$ cat config.mk
export PLATFORM = sky130hd
export DESIGN_NAME = ptr_add_unit
export DESIGN_NICKNAME = d
export VERILOG_FILES = /design/src/rtl/ptr_add_pkg.sv /design/src/rtl/ptr_add_ctrl.sv /design/src/rtl/ptr_add_math.sv /design/src/rtl/ptr_add_unit.sv
export SDC_FILE = /design/constraint.sdc
export NUM_CORES = 1
export LEC_CHECK = 0
export BUFFER_PORTS_ARGS = -buffer_cell sky130_fd_sc_hd__buf_2
export CAP_MARGIN = 20
export CORE_MARGIN = 2
export CORE_UTILIZATION = 61
export DETAILED_ROUTE_END_ITERATION = 10
export PLACE_DENSITY = 0.86
export SLEW_MARGIN = 40
export SYNTH_ARGS = -nofsm -noshare
export SYNTH_HDL_FRONTEND = slang
export SYNTH_SLANG_ARGS = --single-unit
$ cat constraint.sdc
create_clock -name clk -period 3.7 [get_ports clk]
set_input_delay 0.74 -clock clk [delete_from_list [all_inputs] [get_ports clk]]
set_output_delay 0.74 -clock clk [all_outputs]
set_load 0.02 [all_outputs]
$ cat src/rtl/ptr_add_pkg.sv
package ptr_add_pkg;

  typedef enum logic [1:0] {
    OP_PAIR  = 2'd0,
    OP_SPUPD = 2'd1,
    OP_SPLD  = 2'd2,
    OP_NONE  = 2'd3
  } padd_op_e;

  localparam int FLAG_W = 8;
  localparam int FB_Z   = 7;
  localparam int FB_N   = 6;
  localparam int FB_H   = 5;
  localparam int FB_C   = 4;

endpackage

$ cat src/rtl/ptr_add_ctrl.sv
module ptr_add_ctrl
  import ptr_add_pkg::*;
#(
  parameter int LAT_PAIR  = 8,
  parameter int LAT_SPUPD = 16,
  parameter int LAT_SPLD  = 12
) (
  input  logic     clk,
  input  logic     rst,
  input  logic     start,
  input  padd_op_e op,
  output logic     accept,
  output logic     finish
);

  localparam int LAT_MAX = (LAT_PAIR > LAT_SPUPD)
                           ? ((LAT_PAIR > LAT_SPLD) ? LAT_PAIR : LAT_SPLD)
                           : ((LAT_SPUPD > LAT_SPLD) ? LAT_SPUPD : LAT_SPLD);
  localparam int CNT_W = (LAT_MAX > 2) ? $clog2(LAT_MAX) : 1;

  localparam logic [CNT_W-1:0] LD_PAIR  = CNT_W'(LAT_PAIR - 1);
  localparam logic [CNT_W-1:0] LD_SPUPD = CNT_W'(LAT_SPUPD - 1);
  localparam logic [CNT_W-1:0] LD_SPLD  = CNT_W'(LAT_SPLD - 1);

  logic             busy;
  logic [CNT_W-1:0] cnt;
  logic [CNT_W-1:0] load_val;

  always_comb begin
    case (op)
      OP_SPUPD: load_val = LD_SPUPD;
      OP_SPLD:  load_val = LD_SPLD;
      default:  load_val = LD_PAIR;
    endcase
  end

  assign accept = start && !busy && (op != OP_NONE);
  assign finish = busy && (cnt == '0);

  always_ff @(posedge clk) begin
    if (rst) begin
      busy <= 1'b0;
      cnt  <= '0;
    end else if (accept) begin
      busy <= 1'b1;
      cnt  <= load_val;
    end else if (finish) begin
      busy <= 1'b0;
    end else if (busy) begin
      cnt  <= cnt - 1'b1;
    end
  end

endmodule

$ cat src/rtl/ptr_add_math.sv
module ptr_add_math
  import ptr_add_pkg::*;
#(
  parameter int W  = 16,
  parameter int OW = 8
) (
  input  padd_op_e          op,
  input  logic [W-1:0]      base,
  input  logic [W-1:0]      addend,
  input  logic [OW-1:0]     disp,
  input  logic              z_keep,
  output logic [W-1:0]      sum,
  output logic [FLAG_W-1:0] flags,
  output logic              to_sp
);

  localparam int PAIR_HB = W - 4;

  logic [W:0]   pair_full;
  logic [W-1:0] pair_x;
  logic [W-1:0] ext;
  logic [W-1:0] off_sum;
  logic [W-1:0] off_x;

  assign pair_full = {1'b0, base} + {1'b0, addend};
  assign pair_x    = base ^ addend ^ pair_full[W-1:0];

  assign ext     = {{(W-OW){disp[OW-1]}}, disp};
  assign off_sum = base + ext;
  assign off_x   = base ^ ext ^ off_sum;

  always_comb begin
    flags = '0;
    if (op == OP_PAIR) begin
      sum         = pair_full[W-1:0];
      flags[FB_Z] = z_keep;
      flags[FB_H] = pair_x[PAIR_HB];
      flags[FB_C] = pair_full[W];
      to_sp       = 1'b0;
    end else begin
      sum         = off_sum;
      flags[FB_H] = off_x[4];
      flags[FB_C] = off_x[OW];
      to_sp       = (op == OP_SPUPD);
    end
  end

endmodule

$ cat src/rtl/ptr_add_unit.sv
module ptr_add_unit
  import ptr_add_pkg::*;
#(
  parameter int W         = 16,
  parameter int OW        = 8,
  parameter int LAT_PAIR  = 8,
  parameter int LAT_SPUPD = 16,
  parameter int LAT_SPLD  = 12
) (
  input  logic          clk,
  input  logic          rst,
  input  logic          start,
  input  logic [1:0]    op,
  input  logic [W-1:0]  base,
  input  logic [W-1:0]  addend,
  input  logic [OW-1:0] disp,
  input  logic          z_in,
  output logic [W-1:0]  result,
  output logic          dest_sp,
  output logic [7:0]    flags_out,
  output logic          done
);

  padd_op_e          op_in;
  padd_op_e          op_q;
  logic [W-1:0]      base_q;
  logic [W-1:0]      addend_q;
  logic [OW-1:0]     disp_q;
  logic              z_q;
  logic              accept;
  logic              finish;
  logic [W-1:0]      sum;
  logic [FLAG_W-1:0] flg;
  logic              to_sp;

  assign op_in = padd_op_e'(op);

  ptr_add_ctrl #(
    .LAT_PAIR (LAT_PAIR),
    .LAT_SPUPD(LAT_SPUPD),
    .LAT_SPLD (LAT_SPLD)
  ) ctrl_i (
    .clk   (clk),
    .rst   (rst),
    .start (start),
    .op    (op_in),
    .accept(accept),
    .finish(finish)
  );

  ptr_add_math #(
    .W (W),
    .OW(OW)
  ) math_i (
    .op    (op_q),
    .base  (base_q),
    .addend(addend_q),
    .disp  (disp_q),
    .z_keep(z_q),
    .sum   (sum),
    .flags (flg),
    .to_sp (to_sp)
  );

  always_ff @(posedge clk) begin
    if (rst) begin
      op_q     <= OP_PAIR;
      base_q   <= '0;
      addend_q <= '0;
      disp_q   <= '0;
      z_q      <= 1'b0;
    end else if (accept) begin
      op_q     <= op_in;
      base_q   <= base;
      addend_q <= addend;
      disp_q   <= disp;
      z_q      <= z_in;
    end
  end

  always_ff @(posedge clk) begin
    if (rst) begin
      result    <= '0;
      dest_sp   <= 1'b0;
      flags_out <= '0;
      done      <= 1'b0;
    end else begin
      done <= finish;
      if (finish) begin
        result    <= sum;
        dest_sp   <= to_sp;
        flags_out <= flg;
      end
    end
  end

endmodule

* Word level (Yosys, flattened, before mapping)
Index checks and enable logic that the tools add are counted.
** Storage, ports and cells
- Register bits after elaboration :: 69
- Input port bits :: 46
- Logic and storage cells :: 42
** Operators by class
- $add $sub $neg :: 3
- Eq/ne operators :: 5
- Muxes and demuxes :: 10
- Bitwise operators :: 4
- Reductions and logical operators :: 9
** Operators by type and width (number)
- 13-bit XOR :: 2
- 9-bit XOR :: 2
- 16-bit by 16-bit adder with 17-bit output :: 1
- 16-bit adder :: 1
- 16-bit 2-to-1 mux :: 1
- 4-bit 2-to-1 mux :: 3
- 4-bit case mux with 2 select lines :: 1
- 2-bit by 1-bit == test with 1-bit output (second input constant) :: 2
- 4-bit logical NOT :: 1
- 1-bit 2-to-1 mux :: 4
- 2-bit != test (second input constant) :: 2
- 2-bit nonzero test :: 2
- 4-bit by 1-bit subtractor with 4-bit output (second input constant) :: 1
- 1-bit logical AND :: 3
- 2-bit == test (second input constant) :: 1
- 2-bit logical NOT :: 1
- 2-bit 2-to-1 mux :: 1
- 2-bit AND reduction :: 1
- 1-bit logical NOT :: 1

* Logic depth before layout (Yosys ltp)
Gate-level depths: netlist of the first run.
- Word-level depth :: 5
- Gate-level depth with buffers :: 9
- Depth with buffers taken out :: 9

* Modules after synthesis
A second synthesis of the first run with hierarchy kept.
** Second synthesis, totals
- Cells, all modules :: 474
- Area total of the unflattened synthesis :: 4454.3 um^2
** By module, submodules not included
- ptr_add_unit :: instances 1, cells an instance 222, area each 2507.4 um^2, sequential area each 1381.3 um^2
- ptr_add_math :: instances 1, cells an instance 217, area each 1612.8 um^2, sequential area each 0.0 um^2
- ptr_add_ctrl :: instances 1, cells an instance 35, area each 334.1 um^2, sequential area each 100.1 um^2

* Least setup slack after synthesis of the first run
Ideal clock, no wire load.
- Kind :: flip-flop to flip-flop
- Start point :: reg base_q[0]
- End point :: reg result[10]
- Library setup time :: 0.112 ns
- Arrival :: 2.215 ns
- Required time :: 3.588 ns
- Path slack :: 1.373 ns
- Stages on the path, launching flop included :: 10
- Buffers on the path :: 0
- Period minus slack after synthesis :: 2.327 ns
- Cells stage by stage :: dfxtp_1 -> ha_1 -> fa_1 -> a21oi_1 -> o211ai_2 -> a21o_1 -> a31oi_1 -> o21bai_1 -> xnor2_1 -> a2111oi_1
** Between the ends
- Word-level cells in the longest chain between the ends :: 2
- Elaborated cells on any way between the ends :: 3
- Classes of those cells :: 2 x add/sub; 1 x mux
** RTL lines
- start: declaration :: line ptr_add_unit.sv:26 : logic [W-1:0] base_q;
- start signal: assignment :: line ptr_add_unit.sv:74 : base_q <= base;
- 16-bit adder / 16-bit by 16-bit adder with 17-bit output (equally long branches) :: line ptr_add_math.sv:29, ptr_add_math.sv:25
- 16-bit 2-to-1 mux (*) :: line ptr_add_math.sv:34 : if (op == OP_PAIR) begin
- end signal: assignment :: line ptr_add_unit.sv:90 : result <= sum;
- end: declaration :: line ptr_add_unit.sv:18 : output logic [W-1:0] result,
Mark *: on every way between the ends. The rest lies on a longest branch, timed or not.
A chain may end at the register's enable or synchronous reset.

* Worst setup path in the final report of the first run
Ends and elaborated chain as after synthesis.

==> metrics.txt, run 1 <==
status=finished clean; Die X=85.4 µm; I/O Buffers=66; row count=29; EDFF count, synth=0; clock skew=0.0110 ns; Layout Nets=652; crit path max fanout=3; Flop pwr share=44.8%; GR Util met2=42.2%; post-cts gate resize count=0; pre-CTS setup slack=1.16 ns; clock buffer depth=2; Crit-path slowest cell=a2111oi_1; max_cap viols=0; initial antenna violation count=0; Pint=1.31 mW; die height=85.4 µm; Top Usage Layer GRT=met2; Top FF cell, synth=dfxtp_1; Leak Pwr=2.14 nW; Worst-Margin Slew=0.592 ns; die area=7300 µm²; CTS Buf Count=9; clock sink total=69; Post-Syn Area=4040 µm²; most frequent cells in the layout=nand2_1, a21oi_1, dfxtp_1; post-synthesis simple-gate area fraction=20.7%; Tmin final=2.68 ns; crit path kind=reg -> reg; Hold Buf Count CTS=0; post-route ant nets=0; via count=3820; Layout Utilization=72.0%; Min Hold Slack=0.453 ns; fin crit share=72.3%; Critical Path RT=3.93 ns; Synth Area in Compound Gates=24.2%; RSZ-0062 raised after global routing=false; Vias per Instance=5.87; max-slew violation count=0; clock share of power=34.7%; #FFs+latches synth=69; worst-path cell chain=ha_1 > fa_1 > a21oi_1 > o211ai_2 > a21o_1 > a31oi_1 > o21bai_1 > xnor2_1 > a2111oi_1; register area share after synthesis=34.2%; setup ws final=1.02 ns; Area Overhead vs Synth=13.8%; relative slew slack=60.5%; Wirelength per Cell=14.9 µm; Worst Path Arrival=2.90 ns; H-tree levels=3; switching share of power=30.0%; post-synthesis mux area share=0.526%; Avg Synthesized Cell Area=7.85 µm²; met3 Use GR=5.74%; post-synthesis cell type count=52; Routed Wire Length=9690 µm; root buffer cell=clkbuf_8; ys async rst share=0%; Final Hold Viols=0; sw power=0.561 mW; largest family of logic cells by synthesized area=compound AO/OA/AOI/OAI gates; gr ovfl total=0; Initial DRT Pass Iterations=5; I/O pins=72; HP Class=reg -> reg; commonest non-fill, non-tap cell in the layout=nand2_1; endpoints failing setup=0; core region area=6390 µm²; Setup TNS Final=0 ns; crit path capture type=flip-flop; cell count after synthesis=515; share of layout cells above drive strength 1=16.7%; Clock transition at path regs=0.08 ns; clock latency on the worst-skew pair=0.35 ns; vias in the first global route=3479; largest net degree at the start of global routing=48; setup bufs post-CTS=0; Adder-Cell Fraction of Synth Area=11.8%; final HPWL from detailed placement=7180 µm; xor/xnor share of the synthesized area=4.33%; first-pass GRT wire length=16100 µm; worst vdd ir=0.311 mV; pwr dens=406 nW/µm²; Antenna Cells=0; combinational power share=20.5%; DRC errors left=0; DR iter-0 viols=272; Syn. warnings=0; CTS tree=done; GP Congestion=0.927; GRT Total Usage=27.7%; met1 Track Usage GR=40.0%; Max Freq=0.374 GHz; crit path launch type=flip-flop; max incr delay on CP=0.43 ns; initial core utilization=63.3%
## synth_stat cells, types with 6 or more instances
cell      instances  area (µm²)
nand2_1         120         450
inv_1             8        30.0
ha_1             35         438
a21o_1           18         135
o211ai_1          7        52.6
dfxtp_1          69        1380
xnor2_1          14         123
o21ai_0          13        65.1
nor3_1            9        45.0
a21oi_1          71         355
a211oi_1         10        75.1
xor2_1            6        52.6
clkbuf_1         23        86.3
nor2_1           28         105
## logic make-up (layout without fill, tap and decap cells)
| kind of cell | after synthesis | after routing |
|---|---|---|
| multiplexers | 2 | 2 |
| buffers and inverters | 39 | 94 |
| other | 1 | 5 |
| AO/OA/AOI/OAI | 156 | 156 |
| AND/OR/NAND/NOR | 191 | 191 |
| adder cells (fa/ha/maj) | 37 | 37 |
| flip-flops | 69 | 69 |
| XOR/XNOR | 20 | 20 |
## metal layers
| metal | up-vias | wire length (µm) | part of all wire (%) |
|---|---|---|---|
| met5 | - | 0 | 0 |
| met4 | 0 | 89 | 0.92 |
| met3 | 9 | 768 | 7.9 |
| met2 | 156 | 4210 | 44 |
| met1 | 1736 | 4610 | 48 |
| li1 | 1919 | - | - |
## path summary, 6_finish.rpt
check / startpoint / end / slack [ns] / cells past startpoint
setup / recovery: base_q[0]$_SDFFE_PP0P_ / result[10]$_SDFFE_PP0P_ / 1.02 / 9
hold / removal: dest_sp$_SDFFE_PP0P_ / dest_sp$_SDFFE_PP0P_ / 0.45 / 2
setup reg to reg: base_q[0]$_SDFFE_PP0P_ / result[10]$_SDFFE_PP0P_ / 1.02 / 9
hold reg to reg: dest_sp$_SDFFE_PP0P_ / dest_sp$_SDFFE_PP0P_ / 0.45 / 2
## stage by stage
step	instances	power, mW	area (µm²)
final	651	1.87	4600
after global routing	651	1.96	4600
after CTS	651	1.87	4600
after detailed placement	635	1.23	4390
after global placement	635	1.22	4380
after floorplan	519	1.12	4060
## power by group through the flow
stage | registers, mW | logic, mW | clock network (mW)
finish | 0.837 | 0.384 | 0.648
global route | 0.843 | 0.431 | 0.687
CTS | 0.837 | 0.382 | 0.652
detailed placement | 0.854 | 0.377 | 0
global placement | 0.851 | 0.370 | 0
floorplan | 0.859 | 0.264 | 0
## cell type report
cell class              count  area (µm²)
repair buffers             70         360
clock inverters             3        42.5
clock buffers              13         169
well taps                  77        96.3
flip-flops and latches     69        1380
multi-input cells         411        2520
inverters                   8        30.0
fillers                   548        1790
## flip-flops by register name, summed over array words and instances, names as in the netlist
name         count
addend_q        16
base_q          16
result          16
disp_q           8
ctrl_i.cnt       4
flags_out        3
op_q             2
ctrl_i.busy      1
dest_sp          1
done             1
z_q              1
## worst max-delay path: cells and delay by family (launching register included)
| kind | cells | cell delay [ns] |
|---|---|---|
| AOI/OAI and AO/OA | 6 | 1.43 |
| DFF | 1 | 0.33 |
| xor gates and xnor gates | 1 | 0.14 |
| adders and majority gates | 2 | 0.64 |
Power figures use the tool's default switching activity.
==> run 2, diff against run 1 <==
- ABC_AREA: not set -> 1
- CORE_UTILIZATION: 61 -> 57
- PLACE_DENSITY: 0.86 -> 0.8
- clock period: 3.7 -> 2.6 ns (I/O delays scaled with it)
==> run 2 against run 1 <==
Against the previous run:
- clock skew about the same
- first-iteration DRC count decreased by 36%
- routed wire length increased by 19%
- via count grew 18%
- combinational power up 100%
- sequential power up 47%
- sequential share of layout area shrank 3.3 points
- register-to-register slack worse by 0.37 ns
- die area increased by 19%
- cell count up 34%
- power is 64% higher
- largest power group unchanged
==> metrics.txt, run 2 <==
H-tree levels=3 (unchanged); Syn. warnings=0 (unchanged); clock buffer depth=2 (unchanged); Max Freq=0.513 GHz (+37%); relative slew slack=49.4% (-11 points); root buffer cell=clkbuf_8; HP Class=in -> reg; #FFs+latches synth=69 (unchanged); fillers=712 (+30%); Routed Wire Length=11500 µm (+19%); largest net degree at the start of global routing=47 (-2.1%); max_cap viols=0 (unchanged); Antenna Cells=0 (unchanged); fin crit share=75.0% (+2.7 points); Setup TNS Final=0 ns (unchanged); die height=93.3 µm (+9.3%); I/O Buffers=66 (unchanged); share of layout cells above drive strength 1=13.1% (-3.6 points); flop-to-flop setup slack=0.65 ns (-0.37 ns); core region area=7730 µm² (+21%); crit path capture type=flip-flop; Vias per Instance=5.16 (-12%); xor/xnor share of the synthesized area=1.73% (-2.6 points); Final Hold Viols=0 (unchanged); post-synthesis mux area share=0% (-0.53 points); Critical Path RT=2.85 ns (-1.08 ns); post-cts gate resize count=0 (unchanged); vias in the first global route=4293 (+23%); CTS Buf Count=9 (unchanged); commonest non-fill, non-tap cell in the layout=nand2_1; GRT Total Usage=27.9% (+0.26 points); largest family of logic cells by synthesized area=simple AND/OR/NAND/NOR gates; Hold Path Origin=base[1]; pwr dens=592 nW/µm² (+46%); gr ovfl total=0 (unchanged); Hold Buf Count CTS=0 (unchanged); most frequent cells in the layout=nand2_1, nor2_1, inv_1; crit path kind=reg -> reg; most common cell in the netlist=nand2_1; post-route ant nets=0 (unchanged); cell count after synthesis=708 (+37%); final HPWL from detailed placement=8760 µm (+22%); Worst Path Arrival=2.20 ns (-0.70 ns); setup bufs post-CTS=0 (unchanged); leading registers by flop count=addend_q (16), base_q (16), result (16); endpoints failing setup=0 (unchanged); Post-Syn Area=4550 µm² (+13%); share of the synthesized area in the top cell type=30.4% (-3.8 points); Worst-Margin Slew=0.757 ns (+0.166 ns); Avg Synthesized Cell Area=6.43 µm² (-18%); Top Usage Layer GRT=met2; post-synthesis simple-gate area fraction=33.7% (+13 points); Synth Area in Compound Gates=12.4% (-12 points); Layout Nets=851 (+31%); initial antenna violation count=0 (unchanged); reg2reg start=base_q[0]$_SDFFE_PP0P_; EDFF count, synth=0 (unchanged); ys async rst share=0% (unchanged); Wirelength per Cell=13.1 µm (-12%); worst vdd ir=0.327 mV (+5.3%); crit path launch type=flip-flop; Die X=93.3 µm (+9.3%); max-slew violation count=0 (unchanged); clock skew=0.0108 ns (-0.000205 ns); top post-synthesis cells by count=nand2_1, nor2_1, inv_1, dfxtp_1; RSZ-0062 raised after global routing=false; met3 Use GR=6.53% (+0.79 points); Worst Hold Path EP=base_q[1]$_SDFFE_PP0P_; final non-filler cell total=874 (+34%); Leak Pwr=2.91 nW (+36%); Initial DRT Pass Iterations=6 (+1); DP Cell Count=859 (+35%); Area Overhead vs Synth=13.5%; Tmin final=1.95 ns (-0.726 ns); Worst R2R End=result[8]$_SDFFE_PP0P_; I/O pins=72 (unchanged); first-pass GRT wire length=19400 µm (+20%); clock latency on the worst-skew pair=0.35 ns (about the same); Top FF cell, synth=dfxtp_1; status=finished clean; DR iter-0 viols=173 (-36%); initial core utilization=58.9% (-4.4 points); Yosys top cell by area=dfxtp_1; hold path cells=3 (+1); via count=4513 (+18%); register area share after synthesis=30.4% (-3.8 points); crit path max fanout=4 (+1); Clock transition at path regs=0.08 ns (about the same); GR Util met2=49.7% (+7.5 points); synth top area cells=dfxtp_1, nand2_1, ha_1; GP Congestion=0.972 (+4.8%); row count=32 (+10%); DRC errors left=0 (unchanged); CTS tree=done; Adder-Cell Fraction of Synth Area=10.5% (-1.3 points); met1 Track Usage GR=32.9% (-7.1 points); clock sink total=69 (unchanged); die area=8710 µm² (+19%); post-synthesis cell type count=37 (-29%); cells on worst reg2reg path=12 (+3)
run 2: worst max-delay path: stages, from the launching register on:
cell and delay [ns]:
dfxtp_1 0.34, ha_1 0.23, fa_1 0.42, nand2_1 0.11, nand2_1 0.05, nand2_1 0.05
nand2_1 0.12, nand2_1 0.09, nand2_1 0.07, o21ai_0 0.15, nand3_1 0.11, nand2_1 0.08
inv_1 0.03
run 2: routing by layer:
metal,wire length (µm),vias up
li1,-,2361
met1,5130,1980
met2,5480,144
met3,570,28
met4,303,0
met5,0,-
run 2: how the worst max path moves through the flow:
stage	startpoint	to	slack, ns	cells after the start
after floorplan	base_q[0]$_SDFFE_PP0P_	result[8]$_SDFFE_PP0P_	0.90	12
after global placement	base_q[0]$_SDFFE_PP0P_	result[12]$_SDFFE_PP0P_	0.68	13
after detailed placement	op[1]	ctrl_i.cnt[3]$_SDFFE_PP0P_	0.63	6
after CTS	base_q[0]$_SDFFE_PP0P_	result[8]$_SDFFE_PP0P_	0.64	12
after global routing	base_q[0]$_SDFFE_PP0P_	result[8]$_SDFFE_PP0P_	0.45	13
final	base_q[0]$_SDFFE_PP0P_	result[8]$_SDFFE_PP0P_	0.65	12
run 2: cell families (layout without fill, tap and decap cells):
group	count (synthesis)	count (layout)
flip-flops	69	69
adder cells (fa/ha/maj)	37	37
other	1	5
buffers and inverters	125	185
AND/OR/NAND/NOR	365	365
AO/OA/AOI/OAI	102	102
XOR/XNOR	9	9
run 2: power by group:
group / switching (mW) / internal (mW) / leakage [nW]
clock: 0.414 / 0.633 / 0.119
combinational: 0.503 / 0.282 / 2.22
sequential: 0.0742 / 1.15 / 0.568
run 2: final cells by class:
cell class | count | area (µm²) | share of cell area (%)
multi-input cells | 518 | 2670 | 51.8
flip-flops and latches | 69 | 1380 | 26.8
repair buffers | 72 | 375 | 7.27
inverters | 98 | 368 | 7.13
well taps | 102 | 128 | 2.47
clock buffers | 9 | 124 | 2.40
clock inverters | 6 | 113 | 2.18
run 2: metrics by stage:
| step | worst slack [ns] | hold WS, ns | power, mW | utilization, % | instance area [µm²] |
|---|---|---|---|---|---|
| after floorplan | 0.896 | 0.445 | 1.81 | - | 4560 |
| after global placement | 0.680 | 0.456 | 2.01 | 63.7 | 4930 |
| after detailed placement | 0.632 | 0.455 | 2.03 | 63.7 | 4930 |
| after CTS | 0.641 | 0.375 | 3.07 | 66.8 | 5160 |
| after global routing | 0.446 | 0.380 | 3.24 | 66.8 | 5160 |
| final | 0.651 | 0.383 | 3.06 | 66.8 | 5160 |
==> run 3, diff against run 2 <==
- clock period: 2.6 -> 2 ns (I/O delays scaled with it)
==> run 3 against run 2 <==
Against the previous run:
- sequential cell count did not move
- routed wire length up 1.2%
- worst setup slack got worse by 0.49 ns
- fmax rose by 5.8%
==> metrics.txt, run 3 (synthesis gave the netlist of run 2 again) <==
first-pass GRT wire length=20000 µm (+2.9%); clock latency on the worst-skew pair=0.36 ns (about the same); clock sink total=69 (unchanged); initial antenna violation count=0 (unchanged); max-slew violation count=0 (unchanged); HP Class=in -> reg; via count=4541 (+0.62%); root buffer cell=clkbuf_8; Wirelength per Cell=13.3 µm (+0.97%); I/O Buffers=66 (unchanged); CTS tree=done; I/O pins=72 (unchanged); final HPWL from detailed placement=8820 µm (+0.72%); post-placement cell area=4970 µm² (+0.91%); commonest non-fill, non-tap cell in the layout=nand2_1; leading registers by flop count=addend_q (16), base_q (16), result (16); Die X=93.3 µm (unchanged); Worst Path Arrival=2.10 ns (-0.10 ns); Tmin final=1.84 ns (-0.107 ns); DR iter-0 viols=211 (+22%); Antenna Cells=0 (unchanged); combinational power share=27.5% (+1.8 points); initial core utilization=58.9% (unchanged); setup ws final=0.158 ns (-0.493 ns); CP Launch Point=base_q[2]$_SDFFE_PP0P_; GRT Total Usage=28.9% (+0.97 points); Leak Pwr=2.89 nW (-0.76%); Routed Wire Length=11600 µm (+1.2%); Critical Path RT=2.26 ns (-0.59 ns); Vias per Instance=5.18 (+0.39%); crit path capture type=flip-flop; max_cap viols=0 (unchanged); worst vdd ir=0.524 mV (+60%); Worst R2R End=result[7]$_SDFFE_PP0P_; clock share of power=30.7% (-3.5 points); Min Hold Slack=0.257 ns (-0.126 ns); vias in the first global route=4494 (+4.7%); clock skew=0.00753 ns (-0.00325 ns); CTS Buf Count=9 (unchanged); pre-CTS setup slack=0.0982 ns (-0.534 ns); reg2reg start=base_q[2]$_SDFFE_PP0P_; Hold Buf Count CTS=0 (unchanged); flop-to-flop setup slack=0.16 ns (-0.49 ns); post-route ant nets=0 (unchanged); die area=8710 µm² (unchanged); Layout Nets=852 (+0.12%); most frequent cells in the layout=nand2_1, nor2_1, inv_1; RSZ-0062 raised after global routing=true; clock buffer depth=2 (unchanged); sw power=1.35 mW (+36%); fillers=705 (-0.98%); pwr dens=735 nW/µm² (+24%); Final Hold Viols=0 (unchanged); status=finished clean; core region area=7730 µm² (unchanged); share of layout cells above drive strength 1=14.2% (+1.1 points); crit path max fanout=4 (unchanged); gr ovfl total=0 (unchanged); Pint=2.46 mW (+19%); fin area=5190 µm² (+0.48%); Initial DRT Pass Iterations=5 (-1); crit path kind=reg -> reg; Flop pwr share=41.8% (+1.7 points); row count=32 (unchanged); GP Congestion=0.906 (-6.8%); switching share of power=35.4% (+3.0 points); H-tree levels=3 (unchanged); Area Overhead vs Synth=14.0%; die height=93.3 µm (unchanged); endpoints failing setup=0 (unchanged); Worst-Margin Slew=0.592 ns (-0.166 ns); largest net degree at the start of global routing=45 (-4.3%); total power draw=3.81 mW (+25%); fin crit share=92.1% (+17 points); crit path launch type=flip-flop; DRC errors left=0 (unchanged); cells on worst reg2reg path=8 (-4); Max Freq=0.543 GHz (+5.8%); relative slew slack=60.5% (+11 points); Clock transition at path regs=0.09 ns (about the same); CP endpoint=result[7]$_SDFFE_PP0P_
[run 3: cell types whose count changed in the layout (fill, tap and decap cells not counted)]
cell / delta
ha_1: -3
nand2_2: +3
buf_12: +3
clkinv_4: -1
ha_2: +3
clkinvlp_4: +3
fa_2: +1
bufinv_16: -2
buf_4: -2
inv_6: +1
nand2_1: -3
fa_1: -1
[run 3: cell type report]
type | instances | area (µm²) | area share, %
clock buffer | 9 | 124 | 2.39
timing repair buffer | 73 | 420 | 8.10
clock inverter | 7 | 75.1 | 1.45
tap | 102 | 128 | 2.46
multi-input combinational | 518 | 2690 | 51.9
sequential | 69 | 1380 | 26.6
inverter | 98 | 368 | 7.09
[run 3: metrics by stage]
| stage | util [%] | TNS, ns | instances |
|---|---|---|---|
| final | 67.1 | 0 | 876 |
| after detailed placement | 64.3 | 0 | 860 |
| after CTS | 66.9 | 0 | 876 |
| after global placement | 64.3 | 0 | 860 |
| after global routing | 67.1 | -0.0238 | 876 |
| after floorplan | - | 0 | 712 |
[run 3: worst max-delay path, cell delays in order (launching register included)]
cell	delay (ns)
dfxtp_1	0.36
ha_1	0.35
or2_1	0.26
nand3_1	0.09
nand2_1	0.14
o21ai_0	0.32
nand3_1	0.12
nand2_1	0.07
inv_1	0.03
[run 3: per-layer routing]
layer | share of wire [%] | vias to the layer above | routed length, µm | global-route usage, %
met2 | 47 | 130 | 5460 | 50.4
met3 | 4.1 | 32 | 479 | 4.03
met1 | 46 | 2016 | 5290 | 35.0
met5 | 0 | - | 0 | 0
met4 | 3.3 | 0 | 386 | 13.4
li1 | - | 2363 | - | -
[run 3: power by group through the flow]
stage	clock network (mW)	registers (mW)	logic, mW
2_1_floorplan	0	1.63	0.720
3_3_place_gp	0	1.62	1.01
3_5_place_dp	0	1.62	1.03
4_1_cts	1.18	1.59	1.04
5_1_grt	1.23	1.61	1.20
6_report	1.17	1.59	1.05
[run 3: worst min-delay path by stage]
stage                         start  cells after the start  slack, ns                 endpoint
3_3_place_gp   dest_sp$_SDFFE_PP0P_                      2       0.45     dest_sp$_SDFFE_PP0P_
4_1_cts                     base[1]                      3       0.25   base_q[1]$_SDFFE_PP0P_
2_1_floorplan  op_q[1]$_SDFFE_PP0P_                      2       0.44     op_q[1]$_SDFFE_PP0P_
5_1_grt                    base[10]                      3       0.27  base_q[10]$_SDFFE_PP0P_
6_report                   base[15]                      3       0.26  base_q[15]$_SDFFE_PP0P_
3_5_place_dp   dest_sp$_SDFFE_PP0P_                      2       0.45     dest_sp$_SDFFE_PP0P_
[run 3: what timing repair did]
item,in CTS,in global routing
gates resized for setup,0,7
setup endpoints to repair,0,7
setup buffers,0,0
